[src/rtl/ppf_pkg.sv]
`timescale 1ns/1ps
package ppf_pkg;
  typedef struct packed {
    logic intEn;
    logic clrInteg;
    logic updAcq;
    logic updTrk;
  } ppfStrobe_t;
endpackage

[src/rtl/ppf_ctrl.sv]
`timescale 1ns/1ps
module ppf_ctrl
  import ppf_pkg::*;
(
  input  logic       clk,
  input  logic       rstN,
  input  logic       loopEn,
  input  logic       acqMode,
  output ppfStrobe_t strobe
);
  logic lastMode;

  always_ff @(posedge clk or negedge rstN) begin
    if (!rstN)       lastMode <= 1'b1;
    else if (loopEn) lastMode <= acqMode;
  end

  always_comb begin
    strobe.intEn    = loopEn;
    strobe.clrInteg = loopEn && (acqMode != lastMode);
    strobe.updAcq   = loopEn && acqMode;
    strobe.updTrk   = loopEn && !acqMode;
  end
endmodule

[src/rtl/ppf_datapath.sv]
`timescale 1ns/1ps
module ppf_datapath
  import ppf_pkg::*;
#(
  parameter int ERR_W    = 4,
  parameter int ACQ_W    = 7,
  parameter int TRK_W    = 6,
  parameter int INT_W    = 10,
  parameter int KP_SHIFT = 1,
  parameter int KI_SHIFT = 3
) (
  input  logic             clk,
  input  logic             rstN,
  input  ppfStrobe_t       strobe,
  input  logic [ERR_W-1:0] phaseCode,
  output logic [ACQ_W-1:0] acqCode,
  output logic [TRK_W-1:0] trkCode
);
  localparam int CW      = INT_W + ERR_W + KP_SHIFT + 2;
  localparam int ERR_MID = 2 ** (ERR_W - 1);
  localparam logic signed [CW-1:0] INT_HI  = CW'((2 ** (INT_W - 1)) - 1);
  localparam logic signed [CW-1:0] INT_LO  = CW'(-(2 ** (INT_W - 1)));
  localparam logic signed [CW-1:0] ACQ_HI  = CW'((2 ** ACQ_W) - 1);
  localparam logic signed [CW-1:0] ACQ_MID = CW'(2 ** (ACQ_W - 1));
  localparam logic signed [CW-1:0] TRK_HI  = CW'((2 ** TRK_W) - 1);
  localparam logic signed [CW-1:0] TRK_MID = CW'(2 ** (TRK_W - 1));
  localparam logic signed [CW-1:0] ZERO    = '0;

  function automatic logic signed [CW-1:0] clampTo(
    input logic signed [CW-1:0] v,
    input logic signed [CW-1:0] lo,
    input logic signed [CW-1:0] hi
  );
    if (v < lo) return lo;
    if (v > hi) return hi;
    return v;
  endfunction

  logic signed [INT_W-1:0] integ;
  logic signed [ERR_W:0]   errS;
  logic signed [CW-1:0]    errW, integBase, integSum, integNext;
  logic signed [CW-1:0]    pTerm, iTerm, ctrlVal;

  always_comb begin
    errS      = $signed({1'b0, phaseCode}) - $signed((ERR_W + 1)'(ERR_MID));
    errW      = CW'(errS);
    integBase = strobe.clrInteg ? ZERO : CW'(integ);
    integSum  = integBase + errW;
    integNext = clampTo(integSum, INT_LO, INT_HI);
    pTerm     = errW <<< KP_SHIFT;
    iTerm     = integNext >>> KI_SHIFT;
    ctrlVal   = pTerm + iTerm;
  end

  always_ff @(posedge clk or negedge rstN) begin
    if (!rstN) begin
      integ   <= '0;
      acqCode <= ACQ_W'(ACQ_MID);
      trkCode <= TRK_W'(TRK_MID);
    end else if (strobe.intEn) begin
      integ <= INT_W'(integNext);
      if (strobe.updAcq) begin
        acqCode <= ACQ_W'(clampTo(ACQ_MID + ctrlVal, ZERO, ACQ_HI));
        trkCode <= TRK_W'(TRK_MID);
      end
      if (strobe.updTrk) begin
        trkCode <= TRK_W'(clampTo(TRK_MID + ctrlVal, ZERO, TRK_HI));
      end
    end
  end
endmodule

[src/rtl/ppf_mash.sv]
`timescale 1ns/1ps
module ppf_mash #(
  parameter int W = 6
) (
  input  logic         clk,
  input  logic         rstN,
  input  logic [W-1:0] codeIn,
  output logic [2:0]   fineBits
);
  logic [W-1:0] acc1, acc2, acc3;
  logic [W:0]   sum1, sum2, sum3;
  logic         carry2Prev, carry3Prev, carry3Prev2;
  logic signed [3:0] yVal, fineWide;

  always_comb begin
    sum1 = {1'b0, acc1} + {1'b0, codeIn};
    sum2 = {1'b0, acc2} + {1'b0, sum1[W-1:0]};
    sum3 = {1'b0, acc3} + {1'b0, sum2[W-1:0]};
    yVal = $signed({3'b000, sum1[W]})
         + $signed({3'b000, sum2[W]}) - $signed({3'b000, carry2Prev})
         + $signed({3'b000, sum3[W]}) - $signed({2'b00, carry3Prev, 1'b0})
         + $signed({3'b000, carry3Prev2});
    fineWide = yVal + 4'sd3;
  end

  always_ff @(posedge clk or negedge rstN) begin
    if (!rstN) begin
      acc1        <= '0;
      acc2        <= '0;
      acc3        <= '0;
      carry2Prev  <= 1'b0;
      carry3Prev  <= 1'b0;
      carry3Prev2 <= 1'b0;
      fineBits    <= 3'd3;
    end else begin
      acc1        <= sum1[W-1:0];
      acc2        <= sum2[W-1:0];
      acc3        <= sum3[W-1:0];
      carry2Prev  <= sum2[W];
      carry3Prev  <= sum3[W];
      carry3Prev2 <= carry3Prev;
      fineBits    <= fineWide[2:0];
    end
  end
endmodule

[src/rtl/phase_path_filter.sv]
`timescale 1ns/1ps
module phase_path_filter
  import ppf_pkg::*;
#(
  parameter int ERR_W    = 4,
  parameter int ACQ_W    = 7,
  parameter int TRK_W    = 6,
  parameter int INT_W    = 10,
  parameter int KP_SHIFT = 1,
  parameter int KI_SHIFT = 3
) (
  input  logic             clk,
  input  logic             rstN,
  input  logic             loopEn,
  input  logic             acqMode,
  input  logic [ERR_W-1:0] phaseCode,
  output logic [ACQ_W-1:0] acqCode,
  output logic [TRK_W-1:0] trkCode,
  output logic [2:0]       fineBits
);
  ppfStrobe_t strobe;

  ppf_ctrl u_ctrl (
    .clk     (clk),
    .rstN    (rstN),
    .loopEn  (loopEn),
    .acqMode (acqMode),
    .strobe  (strobe)
  );

  ppf_datapath #(
    .ERR_W    (ERR_W),
    .ACQ_W    (ACQ_W),
    .TRK_W    (TRK_W),
    .INT_W    (INT_W),
    .KP_SHIFT (KP_SHIFT),
    .KI_SHIFT (KI_SHIFT)
  ) u_dp (
    .clk       (clk),
    .rstN      (rstN),
    .strobe    (strobe),
    .phaseCode (phaseCode),
    .acqCode   (acqCode),
    .trkCode   (trkCode)
  );

  ppf_mash #(.W(TRK_W)) u_mash (
    .clk      (clk),
    .rstN     (rstN),
    .codeIn   (trkCode),
    .fineBits (fineBits)
  );
endmodule

[config.mk]
export PLATFORM = sky130hd
export DESIGN_NAME = phase_path_filter
export DESIGN_NICKNAME = d
export VERILOG_FILES = /design/src/rtl/ppf_pkg.sv /design/src/rtl/ppf_ctrl.sv /design/src/rtl/ppf_datapath.sv /design/src/rtl/ppf_mash.sv /design/src/rtl/phase_path_filter.sv
export SDC_FILE = /design/constraint.sdc
export NUM_CORES = 1
export LEC_CHECK = 0
export BUFFER_PORTS_ARGS = -buffer_cell sky130_fd_sc_hd__clkbuf_2
export CAP_MARGIN = 20
export CORE_MARGIN = 5
export CORE_UTILIZATION = 55
export DETAILED_ROUTE_END_ITERATION = 7
export PLACE_DENSITY = 0.79
export SLEW_MARGIN = 25
export SYNTH_ARGS = -nofsm -noshare
export SYNTH_HDL_FRONTEND = slang
export SYNTH_SLANG_ARGS = --single-unit
[constraint.sdc]
create_clock -name clk -period 7.2 [get_ports clk]
set_input_delay 0.72 -clock clk [delete_from_list [all_inputs] [get_ports clk]]
set_output_delay 0.72 -clock clk [all_outputs]
set_load 0.03 [all_outputs]
# Yosys cells after proc, flatten, opt, wreduce, memory -nomap -nowiden
# Index checks and enable logic that the tools add are counted.
# op_classes
n_eq_ne	1
n_lt_le_gt_ge	6
n_mux	32
reduce_logical	7
n_addsub	14
# op_table
cell	n
17-bit 2-to-1 mux	5
6-bit 2-to-1 mux	6
17-bit by 1-bit less-than comparator with 1-bit output, second input constant	2
7-bit 2-to-1 mux	4
6-bit by 6-bit adder with 7-bit output	3
17-bit by 5-bit adder with 17-bit output	1
17-bit by 10-bit > comparator with 1-bit output, second input constant	1
17-bit by 7-bit > comparator with 1-bit output, second input constant	1
17-bit by 8-bit > comparator with 1-bit output, second input constant	1
17-bit by 10-bit less-than comparator with 1-bit output, second input constant	1
1-bit 2-to-1 mux	17
7-bit by 15-bit adder with 16-bit output, first input constant	1
8-bit by 15-bit adder with 16-bit output, first input constant	1
6-bit by 14-bit adder with 15-bit output	1
3-bit by 2-bit adder with 3-bit output	2
4-bit by 4-bit subtractor with 5-bit output, second input constant	1
2-bit AND reduction	2
3-bit adder, second input constant	1
1-bit logical AND	3
3-bit by 2-bit subtractor with 3-bit output	1
3-bit subtractor	1
1-bit by 1-bit adder with 2-bit output	1
2-bit nonzero test	1
1-bit zero test	1
1-bit != test	1
# totals
reg_bits	48
in_bits	8
out_inout_bits	16
wordCells	71

# Longest topological paths before layout
# Gate-level depths: netlist (run 1).
# logic_depth
word_depth	21
depth_mapped	30
mapped_depth_nobuf	28

# By module
# Synthesis (run 1) repeated with hierarchy kept, for this count alone.
# hier_totals
cells_unflattened	467
hier_area_um2	4403.0
# by_module_without_submodules
mod	cells_per_inst	instances	seq_area_each_um2	area_per_inst_um2
ppf_datapath	350	1	578.1	2964.1
ppf_mash	110	1	603.1	1362.6
ppf_ctrl	7	1	26.3	76.3

# Worst setup path before layout (run 1)
# No wires, ideal clock.
# synth_timing
path_type	input to register
start	in loopEn
end	reg u_dp.trkCode[0]
slack_ns	0.395
path_buffers	2
t_arrival_ns	6.672
setup_ns	0.133
cell_stages	27
required_ns	7.067
path_cell_list	clkbuf_1 -> nand2_1 -> and2_1 -> ha_1 -> a2111oi_0 -> o21ai_1 -> a41oi_1 -> nor2b_1 -> a22oi_1 -> nand2b_1 -> ha_1 -> clkbuf_1 -> o21ai_1 -> a21oi_1 -> ha_1 -> fa_1 -> a211oi_2 -> o21ai_1 -> xor2_1 -> ha_1 -> and3b_1 -> and2_1 -> a21boi_0 -> o211ai_1 -> a31o_1 -> o31ai_1 -> o21ai_1
# synth_between
elab_chain_cells	18
word_cells_on_any_way	30
cone_classes	add/sub: 3; order compare: 4; mux: 18; reduce/logical: 5
# synth_rtl
item	line_no	rtl
from (decl)	phase_path_filter.sv:14	input logic loopEn,
1-bit logical AND (*)	ppf_ctrl.sv:20	strobe.clrInteg = loopEn && (acqMode != lastMode);
17-bit 2-to-1 mux (*)	ppf_datapath.sv:47	integBase = strobe.clrInteg ? ZERO : CW'(integ);
17-bit by 5-bit adder with 17-bit output (*)	ppf_datapath.sv:48	integSum = integBase + errW;
17-bit by 10-bit > comparator with 1-bit output	ppf_datapath.sv:35	if (v > hi) return hi;
1-bit 2-to-1 mux (2 in series)	ppf_datapath.sv:35	
17-bit 2-to-1 mux	ppf_datapath.sv:36	return v;
17-bit 2-to-1 mux (*)	ppf_datapath.sv:35	
named net u_dp.integNext[4]	ppf_datapath.sv:41	logic signed [CW-1:0] errW, integBase, integSum, integNext;
6-bit by 14-bit adder with 15-bit output (*)	ppf_datapath.sv:52	ctrlVal = pTerm + iTerm;
7-bit by 15-bit adder with 16-bit output (*)	ppf_datapath.sv:67	trkCode <= TRK_W'(clampTo(TRK_MID + ctrlVal, ZERO, TRK_HI));
17-bit by 7-bit > comparator with 1-bit output	ppf_datapath.sv:35	
1-bit 2-to-1 mux (2 in series)	ppf_datapath.sv:35	
1-bit 2-to-1 mux	ppf_datapath.sv:66	if (strobe.updTrk) begin
1-bit 2-to-1 mux	ppf_datapath.sv:60	end else if (strobe.intEn) begin
6-bit 2-to-1 mux	ppf_datapath.sv:36	
6-bit 2-to-1 mux (*)	ppf_datapath.sv:35	
6-bit 2-to-1 mux (*)	ppf_datapath.sv:66	
to (signal assigned)	ppf_datapath.sv:59	trkCode <= TRK_W'(TRK_MID);
to (signal assigned)	ppf_datapath.sv:64	trkCode <= TRK_W'(TRK_MID);
to (signal assigned)	ppf_datapath.sv:67	
to (decl)	ppf_datapath.sv:17	output logic [TRK_W-1:0] trkCode
# The timed path passes the listed nets; every way through them passes the cells marked *. The select of a mux whose other input is x is not followed.
# A chain may end at the register's enable or synchronous reset.

# Worst setup path after layout (run 1)
# layout_timing
start	in acqMode
end	reg u_dp.trkCode[1]
# layout_between
elab_chain_cells	19
word_cells_on_any_way	32
cone_classes	add/sub: 3; order compare: 4; eq/ne: 1; mux: 18; reduce/logical: 6
# layout_rtl
item	line_no	rtl
from (decl)	phase_path_filter.sv:15	input logic acqMode,
1-bit != test (*)	ppf_ctrl.sv:20	
1-bit logical AND (*)	ppf_ctrl.sv:20	
17-bit 2-to-1 mux (*)	ppf_datapath.sv:47	
17-bit by 5-bit adder with 17-bit output (*)	ppf_datapath.sv:48	
17-bit by 10-bit > comparator with 1-bit output	ppf_datapath.sv:35	
1-bit 2-to-1 mux (2 in series)	ppf_datapath.sv:35	
17-bit 2-to-1 mux	ppf_datapath.sv:36	
17-bit 2-to-1 mux (*)	ppf_datapath.sv:35	
named net u_dp.integNext[6]	ppf_datapath.sv:41	
[... 1 more ...]	n/a	
7-bit by 15-bit adder with 16-bit output (*)	ppf_datapath.sv:67	
17-bit by 7-bit > comparator with 1-bit output	ppf_datapath.sv:35	
1-bit 2-to-1 mux (2 in series)	ppf_datapath.sv:35	
1-bit 2-to-1 mux	ppf_datapath.sv:66	
1-bit 2-to-1 mux	ppf_datapath.sv:60	
6-bit 2-to-1 mux	ppf_datapath.sv:36	
6-bit 2-to-1 mux (*)	ppf_datapath.sv:35	
6-bit 2-to-1 mux (*)	ppf_datapath.sv:66	
# Marked as above.

==> results of run 1 <==
-- layout make-up --
type / instances / area, um2 / area share, %
Tap cell: 99 / 123.9 / 2.700
Sequential cell: 48 / 1207 / 26.32
Clock buffer: 7 / 86.33 / 1.882
Timing Repair Buffer: 31 / 175.2 / 3.819
Inverter: 37 / 138.9 / 3.028
Multi-Input combinational cell: 365 / 2848 / 62.08
Clock inverter: 1 / 7.507 / 0.1637
-- per-layer routing --
metal | GRT usage (%) | wire length (um) | vias to the layer above
li1 | - | - | 1735
met1 | 25.91 | 4261 | 1746
met2 | 35.11 | 4865 | 77
met3 | 2.513 | 288 | 31
met4 | 8.094 | 333 | 0
met5 | 0 | 0 | -
-- synthesized netlist by cell type, types with 2 or more instances --
master / instances / area, um2
sky130_fd_sc_hd__nand2_1: 28 / 105.1
sky130_fd_sc_hd__nand2b_1: 9 / 56.30
sky130_fd_sc_hd__a21o_1: 12 / 90.09
sky130_fd_sc_hd__clkbuf_1: 7 / 26.28
sky130_fd_sc_hd__o22ai_1: 3 / 18.77
sky130_fd_sc_hd__o21ai_0: 13 / 65.06
sky130_fd_sc_hd__a21oi_1: 35 / 175.2
sky130_fd_sc_hd__a211oi_1: 3 / 22.52
sky130_fd_sc_hd__nand4b_1: 3 / 26.28
sky130_fd_sc_hd__nor3_1: 6 / 30.03
sky130_fd_sc_hd__nor3b_1: 2 / 15.01
sky130_fd_sc_hd__ha_1: 52 / 650.6
sky130_fd_sc_hd__o31ai_1: 7 / 52.55
sky130_fd_sc_hd__a22oi_1: 7 / 52.55
sky130_fd_sc_hd__nand4_1: 3 / 18.77
sky130_fd_sc_hd__dfrtp_1: 43 / 1076
sky130_fd_sc_hd__nor4_1: 3 / 18.77
sky130_fd_sc_hd__and4_1: 2 / 17.52
sky130_fd_sc_hd__nor2_1: 30 / 112.6
sky130_fd_sc_hd__a31oi_1: 9 / 56.30
sky130_fd_sc_hd__o211ai_1: 5 / 37.54
sky130_fd_sc_hd__or3_1: 3 / 18.77
sky130_fd_sc_hd__fa_1: 7 / 140.1
sky130_fd_sc_hd__a32oi_1: 6 / 52.55
sky130_fd_sc_hd__o21bai_1: 7 / 52.55
sky130_fd_sc_hd__a21boi_0: 2 / 15.01
sky130_fd_sc_hd__and2_1: 14 / 87.58
sky130_fd_sc_hd__inv_1: 37 / 138.9
sky130_fd_sc_hd__mux2_2: 10 / 112.6
sky130_fd_sc_hd__nor2b_1: 6 / 37.54
sky130_fd_sc_hd__buf_2: 2 / 10.01
sky130_fd_sc_hd__xor2_1: 12 / 105.1
sky130_fd_sc_hd__xnor2_1: 18 / 157.7
sky130_fd_sc_hd__dfstp_2: 5 / 131.4
sky130_fd_sc_hd__a41oi_1: 2 / 17.52
sky130_fd_sc_hd__nand3_1: 9 / 45.04
sky130_fd_sc_hd__o21ai_1: 8 / 40.04
-- timing repair --
| item | CTS | global route |
|---|---|---|
| resized for setup | 0 | 6 |
| buffers inserted | 0 | 2 |
| endpoints found under the setup margin | 0 | 6 |
-- through the flow --
stage	utilization, %	setup WS (ns)	hold WS [ns]
floorplan	-	0.3949	0.3597
global placement	60.66	0.4170	0.3849
detailed placement	60.66	0.08917	0.4037
CTS	61.94	0.3953	0.4273
global route	62.57	-0.1398	0.4383
finish	62.57	0.4021	0.4197
-- registers in the layout, summed over array words and instances (netlist names) --
name                cells
u_mash.fineBits         3
u_ctrl.lastMode         1
u_mash.acc1             6
u_mash.carry3Prev2      1
u_dp.integ             10
u_dp.trkCode            6
u_mash.carry2Prev       1
u_mash.carry3Prev       1
u_mash.acc3             6
u_dp.acqCode            7
u_mash.acc2             6
-- logic make-up after synthesis --
kind of cell	count (synthesis)	share of synthesized area, %
flip-flops	48	28.75
adder cells (fa/ha/maj)	59	18.83
multiplexers	10	2.682
AND/OR/NAND/NOR	127	16.06
XOR/XNOR	30	6.257
buffers and inverters	46	4.172
AO/OA/AOI/OAI	139	23.24
-- how the worst max path moves through the flow --
| stage | depth (start not counted) | endpoint | start |
|---|---|---|---|
| final | 29 | u_dp.trkCode[1]$_DFFE_PN0P_ | acqMode |
| after global routing | 28 | u_dp.trkCode[1]$_DFFE_PN0P_ | u_ctrl.lastMode$_DFFE_PN1P_ |
| after CTS | 29 | u_dp.trkCode[1]$_DFFE_PN0P_ | acqMode |
| after detailed placement | 29 | u_dp.trkCode[1]$_DFFE_PN0P_ | acqMode |
| after global placement | 29 | u_dp.trkCode[5]$_DFFE_PN1P_ | acqMode |
| after floorplan | 27 | u_dp.trkCode[0]$_DFFE_PN0P_ | loopEn |
==> flow_summary.ini, run 1 <==
[run_status]
outcome = complete, no violations

[die]
die_h_um = 97.38
floorplan.die_area_um2 = 9482
core-area_um2 = 7331
top_level_ports = 24
initial_core_util_pct = 57.28
std_cell_rows = 31
floorplan.die.width_um = 97.38

[finish]
final_nets = 555
area.growth.synth_to_final_pct = 9.237
finalInstanceArea_um2 = 4587
final_layout_size_suffix_gt1_share_pct = 14.52
fillCellCount = 598
antenna_cells = 0
layoutNonFillerInstCount = 588
layout.cells.most_common = sky130_fd_sc_hd__ha_1
commonest_non_fill_non_tap_cells_in_the_layout = sky130_fd_sc_hd__ha_1 (52), sky130_fd_sc_hd__dfrtp_1 (43), sky130_fd_sc_hd__inv_1 (37), sky130_fd_sc_hd__a21oi_1 (35), sky130_fd_sc_hd__nor2_1 (30)

[worst_hold_path]
hp-start = u_mash.carry3Prev$_DFF_PN0_
depth_of_the_worst_hold_timing_path = 0
hold_end = u_mash.carry3Prev2$_DFF_PN0_
worstHoldPathType = reg2reg

[worst_setup_path]
register_to_register_path_setup_slack_ns = 0.42
cp_slowest_cell = sky130_fd_sc_hd__fa_1
worst_r2r_startpoint = u_ctrl.lastMode$_DFFE_PN1P_
crit-reg2reg-capture = u_dp.trkCode[1]$_DFFE_PN0P_
critPathRequiredTime_ns = 7.38
path_delay_family = compound AO/OA/AOI/OAI gates
timing.critical_path.slowest_cell_delay_ns = 0.39
path_max_fanout = 10
worst_path_most_repeated_cell = sky130_fd_sc_hd__ha_1
wp_buf_inv = 3
cp_data_arrival_time_ns = 6.98
timing.critical_path.to_type = register
critPathKind = in2reg
timing.reg2reg.worst_path_depth = 28
setup.worst_path.start_class = primary input

[yosys]
syn-instance-count = 459
syn_avg_cell_area_um2 = 9.148
synth_warnings = 0
yosysUniqueCellTypes = 66
ys_async_sr_fraction_pct = 100.0
ys_ff_latch = 48
synth-edff-count = 0
area_of_the_mapped_netlist_um2 = 4199
synth_fp_nets = 526
synth_ff_type = sky130_fd_sc_hd__dfrtp_1
seq_area_frac_synth_pct = 28.75

[sta]
pins_over_their_slew_limit = 0
timing.clock.skew_ns = 0.009386
layout_worst_path_cycle_share_pct = 94.42
fmax_mhz = 147.1
setup_tns_ns = 0
period_minus_slack_ns = 6.798
final-hold-violation-count = 0
finalSetupViolCount = 0
relSlewSlack_pct = 60.09
tightest_pin_transition_ns = 0.5987

[clocking]
clock_sinks = 48
cts-hold-fix-buffers = 0
clock_tree_root = sky130_fd_sc_hd__clkbuf_8
cts_max_level = 2
tritoncts.num_buffers = 5
clkLatencyLatePin_ns = 0.30
cts_tree = built
cts_buffer_depth = 2
cts.reportedPaths.clkPinSlew_ns = 0.08

[global_routing]
grt_antenna_before_repair = 0
vias_in_the_first_global_route = 3603
first_pass_grt_wire_length_mm = 16.46
leftover_overflow_at_the_end_of_global_routing = 0
groute.usage.overall_pct = 20.39
grt_start_max_net_pins = 49

[placement]
placement.cell_area_um2 = 4447
final_weighted_congestion_in_routability_driven_placement = 0.8805
place.port_buffers = 23
place_hpwl_mm = 7.573
placed_cells_incl_taps = 578

[detailed_routing]
detailedRoute.firstIterationViolations = 213
ant_nets_after_route = 0
drt-vias-per-instance = 6.104
route.detailed.wl_per_inst_um = 16.58
remaining_drc_errors = 0
detailedRoute.firstPassIterationCount = 6
totalWireLength_mm = 9.748
num_vias = 3589

[flow_run]
cap_violations = 0
Power of run 1 is not shown: default switching activity piles up to over one toggle a cycle in this logic, so the estimate is an artifact.
==> inputs of run 2 (changes only) <==
Settings changed: BUFFER_PORTS_ARGS -buffer_cell sky130_fd_sc_hd__clkbuf_2 to default, CTS_BUF_LIST from default to sky130_fd_sc_hd__clkbuf_8, DONT_BUFFER_PORTS from default to 1, PLACE_DENSITY 0.79 to 0.76.
==> run 2 against run 1 <==
Net effect:
- maximum frequency grew 2.6%
- design area shrank 2.4%
- via count shrank 3.6%
- register-to-register slack gained 0.15 ns
- non-clock buffer count shrank 27
- largest cell class unchanged
==> flow_summary.ini, run 2 (same netlist as run 1, synthesis figures left out) <==
[worst_setup_path]
wp_buf_inv = 1
cp_slowest_cell = sky130_fd_sc_hd__dfstp_2
timing.critical_path.slowest_cell_delay_ns = 0.55
cp_data_arrival_time_ns = 6.81
critPathKind = reg2reg
critPathRequiredTime_ns = 7.38
worst_r2r_startpoint = u_ctrl.lastMode$_DFFE_PN1P_
path_delay_family = compound AO/OA/AOI/OAI gates
register_to_register_path_setup_slack_ns = 0.57
path_max_fanout = 10
timing.reg2reg.worst_path_depth = 27
cp_num_cells = 27
worst_path_most_repeated_cell = sky130_fd_sc_hd__ha_1
timing.critical_path.to_type = register
crit-reg2reg-capture = u_dp.trkCode[4]$_DFFE_PN0P_
setup.worst_path.start_class = register

[die]
initial_core_util_pct = 57.28
core-area_um2 = 7331
top_level_ports = 24
die_h_um = 97.38
floorplan.die_area_um2 = 9482
std_cell_rows = 31
floorplan.die.width_um = 97.38

[finish]
commonest_non_fill_non_tap_cells_in_the_layout = sky130_fd_sc_hd__ha_1 (50), sky130_fd_sc_hd__dfrtp_1 (43), sky130_fd_sc_hd__inv_1 (38), sky130_fd_sc_hd__a21oi_1 (35), sky130_fd_sc_hd__nor2_1 (30)
layout.cells.most_common = sky130_fd_sc_hd__ha_1
area.growth.synth_to_final_pct = 6.585
fillCellCount = 598
final_layout_size_suffix_gt1_share_pct = 10.17
layout_top_registers = u_dp.integ (10), u_dp.acqCode (7)
flip_flop_count_of_the_largest_register_all_copies_and_words_added = 10
antenna_cells = 0
registers.top_by_ff_count = u_dp.integ
final_nets = 528

[global_routing]
leftover_overflow_at_the_end_of_global_routing = 0
grt_antenna_before_repair = 0
groute.usage.overall_pct = 19.70
first_pass_grt_wire_length_mm = 15.86
grt_start_max_net_pins = 49
vias_in_the_first_global_route = 3507

[sta]
layout_worst_path_cycle_share_pct = 92.03
unrepaired_setup_endpoints_after_global_routing = no
timing.clock.skew_ns = 0.004061
final-hold-violation-count = 0
tightest_pin_transition_ns = 0.6464
relSlewSlack_pct = 56.91
pins_over_their_slew_limit = 0
period_minus_slack_ns = 6.626
finalSetupViolCount = 0
setup_tns_ns = 0
worst_slack_ns = 0.5737
fmax_mhz = 150.9

[clocking]
cts_buffer_depth = 2
clock_sinks = 48
clock_tree_root = sky130_fd_sc_hd__clkbuf_8
cts-hold-fix-buffers = 0
tritoncts.num_buffers = 5
cts.reportedPaths.clkPinSlew_ns = 0.09
clkLatencyLatePin_ns = 0.30
cts_max_level = 2
cts_tree = built

[detailed_routing]
remaining_drc_errors = 0
detailedRoute.firstIterationViolations = 209
ant_nets_after_route = 0
route.detailed.wl_per_inst_um = 16.42
detailedRoute.firstPassIterationCount = 5
num_vias = 3459
drt-vias-per-instance = 6.166
totalWireLength_mm = 9.213

[placement]
final_weighted_congestion_in_routability_driven_placement = 0.9030
place_worst_setup_slack_ns = 0.06396
place.port_buffers = 0
place_hpwl_mm = 7.237

[run_status]
outcome = complete, no violations

[flow_run]
cap_violations = 0

[worst_hold_path]
worstHoldPathType = in2async
-- run 2: worst max-delay path by stage --
| stage | start | to | slack (ns) |
|---|---|---|---|
| floorplan | loopEn | u_dp.trkCode[0]$_DFFE_PN0P_ | 0.39 |
| global placement | acqMode | u_dp.trkCode[0]$_DFFE_PN0P_ | 0.36 |
| detailed placement | acqMode | u_dp.trkCode[4]$_DFFE_PN0P_ | 0.06 |
| CTS | u_ctrl.lastMode$_DFFE_PN1P_ | u_dp.trkCode[5]$_DFFE_PN1P_ | 0.23 |
| global route | u_ctrl.lastMode$_DFFE_PN1P_ | u_dp.trkCode[4]$_DFFE_PN0P_ | 0.03 |
| finish | u_ctrl.lastMode$_DFFE_PN1P_ | u_dp.trkCode[4]$_DFFE_PN0P_ | 0.57 |
-- run 2: routing by layer --
metal | global-route usage [%] | up-vias | part of all wire, %
li1 | - | 1676 | -
met1 | 23.24 | 1660 | 41
met2 | 33.90 | 89 | 50
met3 | 4.594 | 34 | 5.1
met4 | 8.839 | 0 | 3.5
met5 | 0 | - | 0
-- run 2: cell type report --
cell class                 instances  area (um2)  share of cell area [%]
multi-input combinational        365        2882                   64.38
sequential                        48        1207                   26.98
inverter                          37       138.9                   3.103
tap                               99       123.9                   2.768
clock buffer                       6       82.58                   1.845
timing repair buffer               4       30.03                  0.6710
clock inverter                     2       11.26                  0.2516
-- run 2: worst reg2reg max path, cell delays in order, from the launching register on --
cell and delay (ns):
sky130_fd_sc_hd__dfstp_2 0.55, sky130_fd_sc_hd__xor2_1 0.13, sky130_fd_sc_hd__nand2_1 0.19, sky130_fd_sc_hd__and2_1 0.23, sky130_fd_sc_hd__ha_1 0.19, sky130_fd_sc_hd__inv_1 0.07, sky130_fd_sc_hd__fa_1 0.19, sky130_fd_sc_hd__nand2b_1 0.13
sky130_fd_sc_hd__a211oi_1 0.12, sky130_fd_sc_hd__o311a_1 0.41, sky130_fd_sc_hd__or3_1 0.32, sky130_fd_sc_hd__a22oi_1 0.23, sky130_fd_sc_hd__nand2b_1 0.15, sky130_fd_sc_hd__ha_2 0.33, sky130_fd_sc_hd__o21ai_2 0.12, sky130_fd_sc_hd__a21oi_1 0.12
sky130_fd_sc_hd__ha_1 0.26, sky130_fd_sc_hd__fa_1 0.46, sky130_fd_sc_hd__a211oi_4 0.27, sky130_fd_sc_hd__o21ai_1 0.12, sky130_fd_sc_hd__xor2_1 0.16, sky130_fd_sc_hd__ha_1 0.27, sky130_fd_sc_hd__and3b_1 0.23, sky130_fd_sc_hd__and2_1 0.21
sky130_fd_sc_hd__or3_1 0.36, sky130_fd_sc_hd__a31o_1 0.32, sky130_fd_sc_hd__o31ai_1 0.27, sky130_fd_sc_hd__o21ai_1 0.10
-- run 2: what timing repair did --
item	CTS	global route
buffers inserted	0	1
endpoints found under the hold margin	0	0
endpoints found under the setup margin	0	13
resized for setup	0	13
-- run 2: stage by stage --
stage                     instances  hold WS [ns]  instance area [um2]  util [%]
after floorplan                 459        0.3597                 4199         -
after global placement          552        0.3887                 4309     58.78
after detailed placement        552        0.3959                 4309     58.78
after CTS                       560       0.09322                 4403     60.06
after global routing            561       0.07935                 4476     61.05
final                           561        0.1010                 4476     61.05
Power of run 2 is left out for the same reason.
